<file path="config.mk">
export PLATFORM = sky130hd
export DESIGN_NAME = plug_rst_seq
export DESIGN_NICKNAME = d
export VERILOG_FILES = /design/src/rtl/plug_rst_pkg.sv /design/src/rtl/plug_rst_sync.sv /design/src/rtl/plug_rst_lowfilt.sv /design/src/rtl/plug_rst_timer.sv /design/src/rtl/plug_rst_seq.sv
export SDC_FILE = /design/constraint.sdc
export NUM_CORES = 1
export LEC_CHECK = 0
export BUFFER_PORTS_ARGS = -buffer_cell sky130_fd_sc_hd__buf_2
export CAP_MARGIN = 30
export CELL_PAD_IN_SITES_DETAIL_PLACEMENT = 2
export CELL_PAD_IN_SITES_GLOBAL_PLACEMENT = 2
export CORE_MARGIN = 3
export CORE_UTILIZATION = 29
export CTS_CLUSTER_DIAMETER = 100
export DETAILED_ROUTE_END_ITERATION = 12
export PLACE_DENSITY = 0.78
export SETUP_SLACK_MARGIN = 0.15
export SLEW_MARGIN = 20
export SYNTH_ARGS = -nofsm -noshare
export SYNTH_HDL_FRONTEND = slang
export SYNTH_SLANG_ARGS = --single-unit
</file>
<file path="constraint.sdc">
create_clock -name clk -period 1.19 [get_ports clk]
set_input_delay 0.238 -clock clk [delete_from_list [all_inputs] [get_ports clk]]
set_output_delay 0.238 -clock clk [all_outputs]
set_load 0.01 [all_outputs]
</file>
<file path="src/rtl/plug_rst_pkg.sv">
`timescale 1ns/1ps
package plug_rst_pkg;
    typedef enum logic [1:0] {
        ST_INIT  = 2'd0,
        ST_HELD  = 2'd1,
        ST_READY = 2'd2
    } seq_state_e;
endpackage

</file>
<file path="src/rtl/plug_rst_sync.sv">
`timescale 1ns/1ps
module plug_rst_sync #(
    parameter int STAGES    = 2,
    parameter bit RESET_VAL = 1'b1
) (
    input  logic clk,
    input  logic arst_n,
    input  logic d_async,
    output logic q_sync
);
    logic [STAGES-1:0] chain_q;

    always_ff @(posedge clk or negedge arst_n) begin
        if (!arst_n) begin
            chain_q <= {STAGES{RESET_VAL}};
        end else begin
            chain_q <= {chain_q[STAGES-2:0], d_async};
        end
    end

    assign q_sync = chain_q[STAGES-1];
endmodule

</file>
<file path="src/rtl/plug_rst_lowfilt.sv">
`timescale 1ns/1ps
module plug_rst_lowfilt #(
    parameter int MIN_LOW = 4
) (
    input  logic clk,
    input  logic arst_n,
    input  logic lvl_n,
    output logic long_low
);
    localparam int CW = $clog2(MIN_LOW + 1);
    localparam logic [CW-1:0] LIMIT = CW'(MIN_LOW);

    logic [CW-1:0] low_cnt_q;

    always_ff @(posedge clk or negedge arst_n) begin
        if (!arst_n) begin
            low_cnt_q <= '0;
        end else if (lvl_n) begin
            low_cnt_q <= '0;
        end else if (low_cnt_q != LIMIT) begin
            low_cnt_q <= low_cnt_q + 1'b1;
        end
    end

    assign long_low = !lvl_n && (low_cnt_q == LIMIT);
endmodule

</file>
<file path="src/rtl/plug_rst_timer.sv">
`timescale 1ns/1ps
module plug_rst_timer #(
    parameter int CYCLES = 10
) (
    input  logic clk,
    input  logic arst_n,
    input  logic hold,
    output logic expired
);
    localparam int TW = (CYCLES > 1) ? $clog2(CYCLES) : 1;
    localparam logic [TW-1:0] LAST = TW'(CYCLES - 1);

    logic [TW-1:0] cnt_q;

    always_ff @(posedge clk or negedge arst_n) begin
        if (!arst_n) begin
            cnt_q <= '0;
        end else if (hold) begin
            cnt_q <= '0;
        end else if (cnt_q != LAST) begin
            cnt_q <= cnt_q + 1'b1;
        end
    end

    assign expired = !hold && (cnt_q == LAST);
endmodule

</file>
<file path="src/rtl/plug_rst_seq.sv">
`timescale 1ns/1ps
module plug_rst_seq
    import plug_rst_pkg::*;
#(
    parameter int MIN_LOW_CYC = 4,
    parameter int INIT_CYC    = 10,
    parameter int SYNC_STAGES = 2
) (
    input  logic clk,
    input  logic por_n,
    input  logic rst_pin_n,
    input  logic irq_clr,
    output logic data_not_ready,
    output logic irq_flag,
    output logic int_pull_low,
    output logic cfg_to_default
);
    seq_state_e state_q;
    seq_state_e state_nxt;
    logic       pin_s;
    logic       long_low;
    logic       init_expired;
    logic       flag_q;
    logic       init_done;

    // Pin idles high when undriven, so the synchronizer resets to 1
    plug_rst_sync #(
        .STAGES    (SYNC_STAGES),
        .RESET_VAL (1'b1)
    ) i_sync (
        .clk     (clk),
        .arst_n  (por_n),
        .d_async (rst_pin_n),
        .q_sync  (pin_s)
    );

    plug_rst_lowfilt #(
        .MIN_LOW (MIN_LOW_CYC)
    ) i_lowfilt (
        .clk      (clk),
        .arst_n   (por_n),
        .lvl_n    (pin_s),
        .long_low (long_low)
    );

    plug_rst_timer #(
        .CYCLES (INIT_CYC)
    ) i_timer (
        .clk     (clk),
        .arst_n  (por_n),
        .hold    (state_q != ST_INIT),
        .expired (init_expired)
    );

    // Next-state decode
    always_comb begin
        state_nxt = state_q;
        unique case (state_q)
            ST_INIT: begin
                if (long_low) begin
                    state_nxt = ST_HELD;       // HOLD_FROM_INIT
                end else if (init_expired) begin
                    state_nxt = ST_READY;      // INIT_DONE
                end
            end
            ST_HELD: begin
                if (pin_s) begin
                    state_nxt = ST_INIT;       // PIN_RELEASE
                end
            end
            ST_READY: begin
                if (long_low) begin
                    state_nxt = ST_HELD;       // HOLD_FROM_READY
                end
            end
            default: state_nxt = ST_INIT;
        endcase
    end

    // State register
    always_ff @(posedge clk or negedge por_n) begin
        if (!por_n) begin
            state_q <= ST_INIT;
        end else begin
            state_q <= state_nxt;
        end
    end

    assign init_done = (state_q == ST_INIT) && (state_nxt == ST_READY);

    // Latched interrupt flag: completion sets, clear strobe or held reset clears
    always_ff @(posedge clk or negedge por_n) begin
        if (!por_n) begin
            flag_q <= 1'b0;
        end else if (init_done) begin
            flag_q <= 1'b1;
        end else if (irq_clr || (state_nxt == ST_HELD)) begin
            flag_q <= 1'b0;
        end
    end

    // Output decode
    always_comb begin
        data_not_ready = 1'b1;
        cfg_to_default = 1'b0;
        unique case (state_q)
            ST_INIT: begin
                data_not_ready = 1'b1;
                cfg_to_default = 1'b0;
            end
            ST_HELD: begin
                data_not_ready = 1'b1;
                cfg_to_default = 1'b1;
            end
            ST_READY: begin
                data_not_ready = 1'b0;
                cfg_to_default = 1'b0;
            end
            default: begin
                data_not_ready = 1'b1;
                cfg_to_default = 1'b0;
            end
        endcase
    end

    assign irq_flag     = flag_q;
    assign int_pull_low = flag_q;
endmodule

</file>
* After elaboration in Yosys (flattened, before gate mapping)
Cells that the tools add are included. W data, S select, Z words.
Operators by class: $add $sub $neg 2, eq/ne operators 8, multiplexer cells 13, reductions and logical operators 11
Operators with widths (number):
- $mux W2 | 4
- $mux W4 | 2
- $reduce_bool A2 Y1 | 4
- $mux W3 | 2
- $pmux W2 S3 | 1
- $add A4 B1 Y4 const B | 1
- $eq A2 B1 Y1 const B | 2
- $eq A2 B2 Y1 const B | 2
- $eq A4 B4 Y1 const B | 1
- $mux W1 | 4
- $ne A4 B4 Y1 const B | 1
- $add A3 B1 Y3 const B | 1
- $eq A3 B3 Y1 const B | 1
- $logic_and A1 B1 Y1 | 3
- $ne A3 B3 Y1 const B | 1
- $logic_not A1 Y1 | 2
- $logic_not A2 Y1 | 1
- $logic_or A1 B1 Y1 | 1
Word-level totals: flip-flop bits (word level) 12, output and inout port bits 4

* Depth between registers and ports, before layout
Gate-level depths: netlist of run 1.
depth in word-level cells 10, depth in mapped cells 5

* Cells and area by module
Synthesis of run 1 repeated with hierarchy kept, for this count alone.
Second synthesis, totals: cells, all modules 54, area total of the unflattened synthesis 605.6 µm²
Modules (own cells, without submodules):
- plug_rst_timer | times used 1, cells each 19, area an instance 220.2 µm², sequential area each 100.1 µm²
- plug_rst_lowfilt | times used 1, cells each 18, area an instance 176.4 µm², sequential area each 75.1 µm²
- plug_rst_seq | times used 1, cells each 15, area an instance 156.4 µm², sequential area each 75.1 µm²
- plug_rst_sync | times used 1, cells each 2, area an instance 52.6 µm², sequential area each 52.6 µm²

* Least setup slack after synthesis of run 1
Ideal clock, no wire load.
path type register to register, start point register i_timer.cnt_q[0], end point register i_timer.cnt_q[1], library setup time 0.111 ns, data arrival time 1.079 ns, slack 0.000 ns, stages on the path, launching flop included 5, path buffers 0, cells stage by stage dfrtp_1 ha_1 nand3b_4 nor2_2 a2111oi_2
Between the ends: word-level cells in the longest chain between the ends 3, elaborated cells on any way between the ends 5, classes of those cells add/sub (1); eq/ne (1); mux (2); reduce/logical (1)
RTL lines:
- start, declared | RTL line plug_rst_timer.sv:13 | logic [TW-1:0] cnt_q;
- start signal, assigned | RTL line plug_rst_timer.sv:21 | cnt_q <= cnt_q + 1'b1;
- $add A4 B1 Y4 | RTL line plug_rst_timer.sv:21
- $mux W4 | RTL line plug_rst_timer.sv:20 | end else if (cnt_q != LAST) begin
- $mux W4 | RTL line plug_rst_timer.sv:18 | end else if (hold) begin
Parallel ways exist; a longest one is shown, timed or not. The select of a mux whose other input is x is not followed. A chain may end at the register's enable or synchronous reset.

* Worst setup path in the final report of run 1
start point register state_q[0], end point output data_not_ready
Between the ends: word-level cells in the longest chain between the ends 2
RTL lines:
- start, declared | RTL line plug_rst_seq.sv:18 | seq_state_e state_q;
- start signal, assigned | RTL line plug_rst_seq.sv:85 | state_q <= state_nxt;
- $eq A2 B2 Y1 | RTL line plug_rst_seq.sv:106 | unique case (state_q)
- $mux W1 | RTL line plug_rst_seq.sv:106
- end, declared | RTL line plug_rst_seq.sv:13 | output logic data_not_ready,
No other way between the ends.

==> results of run 1 <==
## metal layers
metal | track usage | up-vias
met4 | 0.0538 | 0
met2 | 0.276 | 11
met1 | 0.194 | 237
met3 | 0.0564 | 4
li1 | - | 220
met5 | 0 | -
## flip-flops by register name, indices dropped and copies added (netlist names)
name and cells:
state_q 2, i_lowfilt.low_cnt_q 3, int_pull_low 1, i_sync.chain_q 2, i_timer.cnt_q 4
## stage by stage
stage,utilization,area [µm²]
6_report,0.528,952
5_1_grt,0.528,952
4_1_cts,0.456,821
3_5_place_dp,0.370,667
3_3_place_gp,0.370,667
2_1_floorplan,-,583
## cells in the final DEF (no fill, tap or decap), drive strengths merged
cell type and count:
xnor2 3, inv 5, o32a 1, nor2 7, dfstp 2, a21oi 2, clkbuf 4, nand2 3
xor2 1, nor4 1, dlygate4sd3 1, dfrtp 10, a2111oi 1, nand3 2, buf 20, nand3b 2
nand2b 2, nor3 4, and3b 1, ha 4
## path summary, 6_finish.rpt
check                                        from           endpoint  slack (ns)  depth (start not counted)
worst max-delay path                   state_q[0]     data_not_ready       -0.07                          2
worst min-delay path                    rst_pin_n  i_sync.chain_q[0]        0.05                          1
worst max register to register   i_timer.cnt_q[1]   i_timer.cnt_q[0]       -0.03                          5
worst min register to register  i_sync.chain_q[0]  i_sync.chain_q[1]        0.36                          0
max in group asynchronous                   por_n  i_sync.chain_q[0]        0.53                          2
min in group asynchronous                   por_n       int_pull_low        0.38                          2
## cells by family after synthesis
group / after synthesis / synth area share
flops: 12 / 0.522
compound gates: 4 / 0.0603
simple gates: 22 / 0.218
fa+ha+maj: 4 / 0.0862
xor+xnor: 4 / 0.0604
buf+inv: 7 / 0.0539
## worst register-to-register path, cell delays in order (launching register included)
cell and delay [ns]:
dfrtp_1 0.40, inv_2 0.08, ha_4 0.15, nand3b_4 0.12, xnor2_1 0.16, nor3_1 0.21
## layout make-up
cell class                      instances  area (µm²)  area share
Clock buffer                            4        26.3      0.0276
Tap cell                               25        31.3      0.0329
Multi-Input combinational cell         34         400       0.420
Inverter                                5        18.8      0.0197
Timing Repair Buffer                   21         170       0.179
Sequential cell                        12         305       0.321
## power by group through the flow
stage                     Sequential (µW)  Clock, µW  Combinational [µW]
after floorplan                       613          0                 303
after global placement                597          0                 485
after detailed placement              609          0                 517
after CTS                             603        283                 791
after global routing                  654        326                1010
final                                 640        287                 928
## what timing repair did
action | CTS | global route
cloned | 0 | 0
hold buffers | 1 | 0
pin swaps | 6 | 7
endpoints found under the hold margin | 10 | 0
resized for setup | 14 | 25
setup endpoints to repair | 13 | 14
buffers inserted | 7 | 2
==> impl_metrics.tcl, run 1 <==
set metrics [dict create \
    track_usage 0.164 \
    cts.sinks 12 \
    vias_per_cell 4.67 \
    ys_ff_latch 12 \
    period_needed_ns 1.26 \
    p_leak_uw 0.000455 \
    clock_skew_ns 0.00137 \
    slew_headroom 0.751 \
    end_kind "output port" \
    path_cells "nand2b_4 > buf_6" \
    cp.buffers_inverters 1 \
    clockPowerShare 0.155 \
    async_reset_ff_frac 1.00 \
    cts_root_buf "clkbuf_4" \
    rows 15 \
    maxCapViolations 0 \
    cp_slowest_stage_delay_ns 0.47 \
    worstMarginPinSlew_ns 0.374 \
    powerDensity_nw_per_um2 1950 \
    dieWidth_um 50.7 \
    worst_setup_path_start_kind "flip-flop" \
    fin_nets 85 \
    switching_share 0.375 \
    dr_wl_met2_um 954 \
    crit_slowest_cell "dfrtp_2" \
    first_global_vias 563 \
    final.setup.tns_ns -0.205 \
    gp_congestion 0.702 \
    ioPinCount 8 \
    synth_top_area_cell "dfrtp_1" \
    fin_ws_ns -0.0724 \
    dp.cells 87 \
    status "finished with violations" \
    wl_met1_um 884 \
    die-area_um2 2570 \
    grt_pass1_wl_mm 2.95 \
    hold_ws_ns 0.0456 \
    crit_fanout 5 \
    top_layer "met4" \
    vias 472 \
    slew_violations 0 \
    crit_type "flip-flop to output port" \
    synth_area_leaders "dfrtp_1 43%, dfstp_2 9.1%, ha_1 8.6%" \
    synth_area_um2 581 \
    arrival_ns 1.02 \
    grt_overflow_total 0 \
    violations "setup timing" \
    wl_met3_um 53 \
    yosysWarningCount 0 \
    power_frac_seq 0.345 \
    hold_viol_final 0 \
    area_delta_synth_final_pct 64.0 \
    coreArea_um2 1800 \
    drt_iter0_markers 2 \
    antenna_cells 0 \
    pwr-share-comb 0.501 \
    dp_slack_ns -0.0548 \
    ir_worst_vdd_uv 1130 \
    io_buffers 7 \
    syn-num-nets 61 \
    min_period_over_period 1.06 \
    ant_nets 0 \
    drt-pass1-iter-count 4 \
    nFillCells 182 \
    wl_per_cell_um 19.0 \
    power_switching_uw 695 \
    final_layout_size_suffix_gt1_frac 0.711 \
    htreeDepth 1 \
    avgSynthCellArea_um2 11.0 \
    yosysSeqAreaShare 0.522 \
    p_int_uw 1160 \
    finalWirelength_mm 1.92 \
    start_util 0.322 \
    synth-edff-count 0 \
    setup_violations 5 \
    grt_max_degree 13 \
    fmax_mhz 792 \
    yosysMostFrequentCell "dfrtp_1" \
    syn_inst 53 \
    yosys.area.top_type_share 0.431 \
    hpwl_um 966 \
    antenna_found_initial 0 \
    cts_buffers 3 \
    holdCritPathClass "input pin to flip-flop" \
    cts_tree "yes" \
    clock_latency_ns 0.28 \
    crit_family "flip-flops" \
    fin_total_pwr_uw 1850 \
    cts.clk_slew.worst_paths_ns 0.08 \
    synth_ff_type "dfrtp_1" \
    clockBufferDepth 2 \
    die_y_um 50.7 \
    synth_cell_type_count 21 \
    worstPathRequired_ns 0.95 \
    synth_common_cells "10 x dfrtp_1, 6 x nor2_1, 5 x inv_1, 4 x ha_1, 4 x nor3_1" \
    rsz0062_at_grt "true" \
    drc 0 \
    fin_cells 101 \
]
Note: power is estimated with default switching activity, not from simulation.
==> inputs of run 2 (changes only) <==
CORE_MARGIN = unset   (was 3)
GPL_TIMING_DRIVEN = 0   (was unset)
==> impl_metrics.tcl, run 2 (synthesized netlist as in run 1, its figures left out) <==
set metrics [dict create \
    drt-pass1-iter-count 6 \
    final.setup.tns_ns -0.262 \
    die-area_um2 2180 \
    powerDensity_nw_per_um2 1930 \
    antenna_cells 0 \
    die_y_um 46.7 \
    coreArea_um2 1800 \
    multi_input_area_um2 383 \
    wl_per_cell_um 18.0 \
    vias_per_cell 4.68 \
    reg_top3 "i_timer.cnt_q: 4 flops, i_lowfilt.low_cnt_q: 3 flops" \
    period_needed_ns 1.27 \
    hold_viol_final 0 \
    min_period_over_period 1.07 \
    finalWirelength_mm 1.91 \
    fin_area_um2 997 \
    antenna_found_initial 0 \
    ir_worst_vdd_uv 1090 \
    worstPathRequired_ns 1.40 \
    cts_tree "yes" \
    first_global_vias 522 \
    worst_setup_path_start_kind "flip-flop" \
    io_buffers 7 \
    ioPinCount 8 \
    dp_slack_ns -0.0759 \
    setup_violations 4 \
    crit_fanout 4 \
    end_kind "flip-flop" \
    placedInstanceArea_um2 649 \
    violations "setup timing" \
    grt_pass1_wl_mm 2.82 \
    slew_headroom 0.816 \
    reg2reg_from "i_timer.cnt_q[1]" \
    fmax_mhz 784 \
    final_cell_mix "10 x buf_6, 10 x buf_4, 8 x dfrtp_1, 5 x nor2_1" \
    largest_register_ffs 4 \
    grt_max_degree 13 \
    track_usage 0.203 \
    clock_skew_ns 0.0143 \
    crit_type "flip-flop to flip-flop" \
    holdCritPathClass "input pin to flip-flop" \
    ant_nets 0 \
    drc 0 \
    gp_congestion 0.669 \
    drt_iter0_markers 7 \
    worstMarginPinSlew_ns 0.276 \
    reg2reg_depth 5 \
    p_leak_uw 0.000476 \
    whs_path_depth 1 \
    clockBufferDepth 2 \
    fin_ws_ns -0.0849 \
    maxCapViolations 0 \
    min_to "i_sync.chain_q[0]" \
    final_layout_size_suffix_gt1_frac 0.704 \
    status "finished with violations" \
    rows 15 \
    max_flop_register "i_timer.cnt_q" \
    htreeDepth 1 \
    r2r_end "int_pull_low" \
    clock_latency_ns 0.28 \
    cts.sinks 12 \
    cts_root_buf "clkbuf_4" \
    rsz0062_at_grt "true" \
    hold_ws_ns 0.0620 \
    worstHoldStart "rst_pin_n" \
    fin_nets 90 \
    cts_buffers 3 \
    grt_overflow_total 0 \
    arrival_ns 1.48 \
    slew_violations 0 \
    register_area_um2 305 \
    fin_total_pwr_uw 1930 \
    start_util 0.322 \
    hpwl_um 851 \
    r2r_slack_ns -0.08 \
    dieWidth_um 46.7 \
    cts.clk_slew.worst_paths_ns 0.09 \
    nFillCells 185 \
    vias 496 \
    area_delta_synth_final_pct 71.8 \
]
## run 2: how the worst max path moves through the flow
stage	start	end	slack (ns)	cells after the start
final	i_timer.cnt_q[1]	int_pull_low	-0.08	5
after global routing	i_timer.cnt_q[1]	int_pull_low	-0.15	5
after CTS	state_q[0]	cfg_to_default	-0.09	4
after detailed placement	i_timer.cnt_q[1]	int_pull_low	-0.08	5
after global placement	i_timer.cnt_q[1]	int_pull_low	-0.02	5
after floorplan	i_timer.cnt_q[1]	int_pull_low	0.03	5
## run 2: through the flow
step           utilization  cells
2_1_floorplan            -     53
3_3_place_gp         0.360     85
3_5_place_dp         0.360     85
4_1_cts              0.484    102
5_1_grt              0.553    106
6_report             0.553    106
## run 2: power breakdown
| part | switching (µW) | internal, µW | leakage [µW] | total (µW) |
|---|---|---|---|---|
| Sequential | 120 | 513 | 0.000150 | 633 |
| Clock | 146 | 130 | 0.0000150 | 275 |
| Combinational | 421 | 598 | 0.000311 | 1020 |
| Total | 686 | 1240 | 0.000476 | 1930 |
## run 2: timing repair
item / in CTS / in global routing
setup buffers: 12 / 4
pin swaps: 7 / 9
endpoints found under the setup margin: 12 / 14
endpoints found under the hold margin: 10 / 0
hold buffers: 1 / 0
gates resized for setup: 20 / 22
## run 2: metal layers
metal	share of wire	routed length, µm	up-vias	track usage
met5	0	0	-	0
met4	0.0052	10	0	0.103
met3	0.026	50	2	0.0346
met2	0.53	1020	11	0.294
met1	0.43	827	252	0.290
li1	-	-	231	-
## run 2: cell type report
class,instances,share of cell area
buffer,2,0.0263
clock buffer,4,0.0263
inverter,5,0.0188
multi-input combinational,34,0.384
sequential,12,0.306
tap,25,0.0314
timing repair buffer,24,0.207
## run 2: critical path, cell delays in order (launching register included)
cell and delay (ns):
dfrtp_1 0.41, inv_2 0.08, ha_4 0.15, nand3b_4 0.13, o32a_1 0.32, nor2_1 0.12
==> inputs of run 3 (changes only) <==
CORE_ASPECT_RATIO = 1.1   (was unset)
==> impl_metrics.tcl, run 3 (synthesized netlist as in run 1, its figures left out) <==
set metrics [dict create \
    cts_buffers 3 \
    violations "setup timing" \
    nFillCells 177 \
    clock_latency_ns 0.28 \
    p_leak_uw 0.000467 \
    grt_pass1_wl_mm 2.91 \
    start_util 0.319 \
    vias 493 \
    cts.sinks 12 \
    antenna_found_initial 0 \
    cts_root_buf "clkbuf_4" \
    max_flop_register "i_timer.cnt_q" \
    dieWidth_um 44.7 \
    coreArea_um2 1820 \
    holdCritPathClass "input pin to flip-flop" \
    drc 0 \
    min_period_over_period 1.08 \
    io_buffers 7 \
    rsz0062_at_grt "true" \
    arrival_ns 1.04 \
    drt_iter0_markers 6 \
    grt_max_degree 13 \
    htreeDepth 1 \
    first_global_vias 592 \
    fin_ws_ns -0.0918 \
    end_kind "output port" \
    hold_viol_final 0 \
    cts_tree "yes" \
    grt_overflow_total 0 \
    reg_top3 "i_timer.cnt_q: 4 flops, i_lowfilt.low_cnt_q: 3 flops" \
    area_delta_synth_final_pct 67.9 \
    gp_congestion 0.641 \
    maxCapViolations 0 \
    fin_cells 103 \
    clockBufferDepth 2 \
    slew_headroom 0.791 \
    worst_setup_path_start_kind "flip-flop" \
    ir_worst_vdd_uv 956 \
    crit_fanout 4 \
    clock_skew_ns 0.00364 \
    track_usage 0.193 \
    rows 16 \
    finalWirelength_mm 1.86 \
    ant_nets 0 \
    powerDensity_nw_per_um2 1930 \
    worstPathRequired_ns 0.95 \
    cts.clk_slew.worst_paths_ns 0.07 \
    setup_violations 4 \
    die_y_um 48.9 \
    hpwl_um 878 \
    fin_nets 86 \
    wl_per_cell_um 18.0 \
    antenna_cells 0 \
    dp.cells 87 \
    fmax_mhz 780 \
    crit_type "flip-flop to output port" \
    slew_violations 0 \
    final_layout_size_suffix_gt1_frac 0.697 \
    final_cell_mix "9 x buf_6, 9 x dfrtp_1, 7 x buf_4, 4 x inv_2, 4 x buf_2" \
    die-area_um2 2180 \
    drt-pass1-iter-count 3 \
    hold_ws_ns 0.0573 \
    ioPinCount 8 \
    largest_register_ffs 4 \
    vias_per_cell 4.79 \
    worstMarginPinSlew_ns 0.313 \
    period_needed_ns 1.28 \
    status "finished with violations" \
]
## run 3: area by class of cell
| type | count | area (µm²) | area share |
|---|---|---|---|
| multi-input combinational | 34 | 397 | 0.407 |
| sequential | 12 | 304 | 0.312 |
| timing repair buffer | 20 | 173 | 0.177 |
| tap | 27 | 33.8 | 0.0347 |
| buffer | 2 | 26.3 | 0.0270 |
| clock buffer | 3 | 22.5 | 0.0231 |
| inverter | 5 | 18.8 | 0.0193 |
## run 3: where the power goes
group | total [µW] | internal [µW] | switching [µW]
sequential | 628 | 510 | 118
clock | 250 | 117 | 133
combinational | 1000 | 568 | 431
## run 3: metal layers
metal / share of wire / routed length (µm) / up-vias / global-route usage
met2: 0.51 / 952 / 15 / 0.311
met3: 0.020 / 38 / 7 / 0.0333
li1: - / - / 222 / -
met5: 0 / 0 / - / 0
met1: 0.42 / 776 / 249 / 0.242
met4: 0.047 / 87 / 0 / 0.0960
## run 3: stage by stage
stage | setup TNS (ns) | area, µm² | worst slack (ns) | power (µW) | utilization
6_report | -0.239 | 975 | -0.0918 | 1880 | 0.535
5_1_grt | -0.554 | 975 | -0.120 | 1980 | 0.535
4_1_cts | -0.196 | 871 | -0.0937 | 1720 | 0.478
3_5_place_dp | -0.414 | 652 | -0.110 | 1050 | 0.358
3_3_place_gp | -0.0862 | 652 | -0.0302 | 1010 | 0.358
2_1_floorplan | 0 | 583 | 0.0266 | 915 | -
## run 3: final timing paths
kind,start,end,slack [ns],cells past startpoint
setup / recovery,state_q[0],data_not_ready,-0.09,3
hold / removal,rst_pin_n,i_sync.chain_q[0],0.06,1
setup reg to reg,i_timer.cnt_q[1],int_pull_low,-0.07,5
hold reg to reg,i_sync.chain_q[0],i_sync.chain_q[1],0.36,0
max in group asynchronous,por_n,i_sync.chain_q[0],0.55,2
min in group asynchronous,por_n,i_lowfilt.low_cnt_q[1],0.37,2
## run 3: worst max-delay path: stages, from the launching register on
cell and delay, ns:
dfrtp_1 0.39, buf_8 0.13, nand2b_4 0.13, buf_6 0.11
## run 3: what timing repair did
action                                  4_1_cts  5_1_grt
hold buffers                                  1        0
endpoints found under the setup margin       12       14
buffers inserted                             10        2
hold endpoints to repair                     10        0
pin swaps                                     4        5
gates resized for setup                      23       20
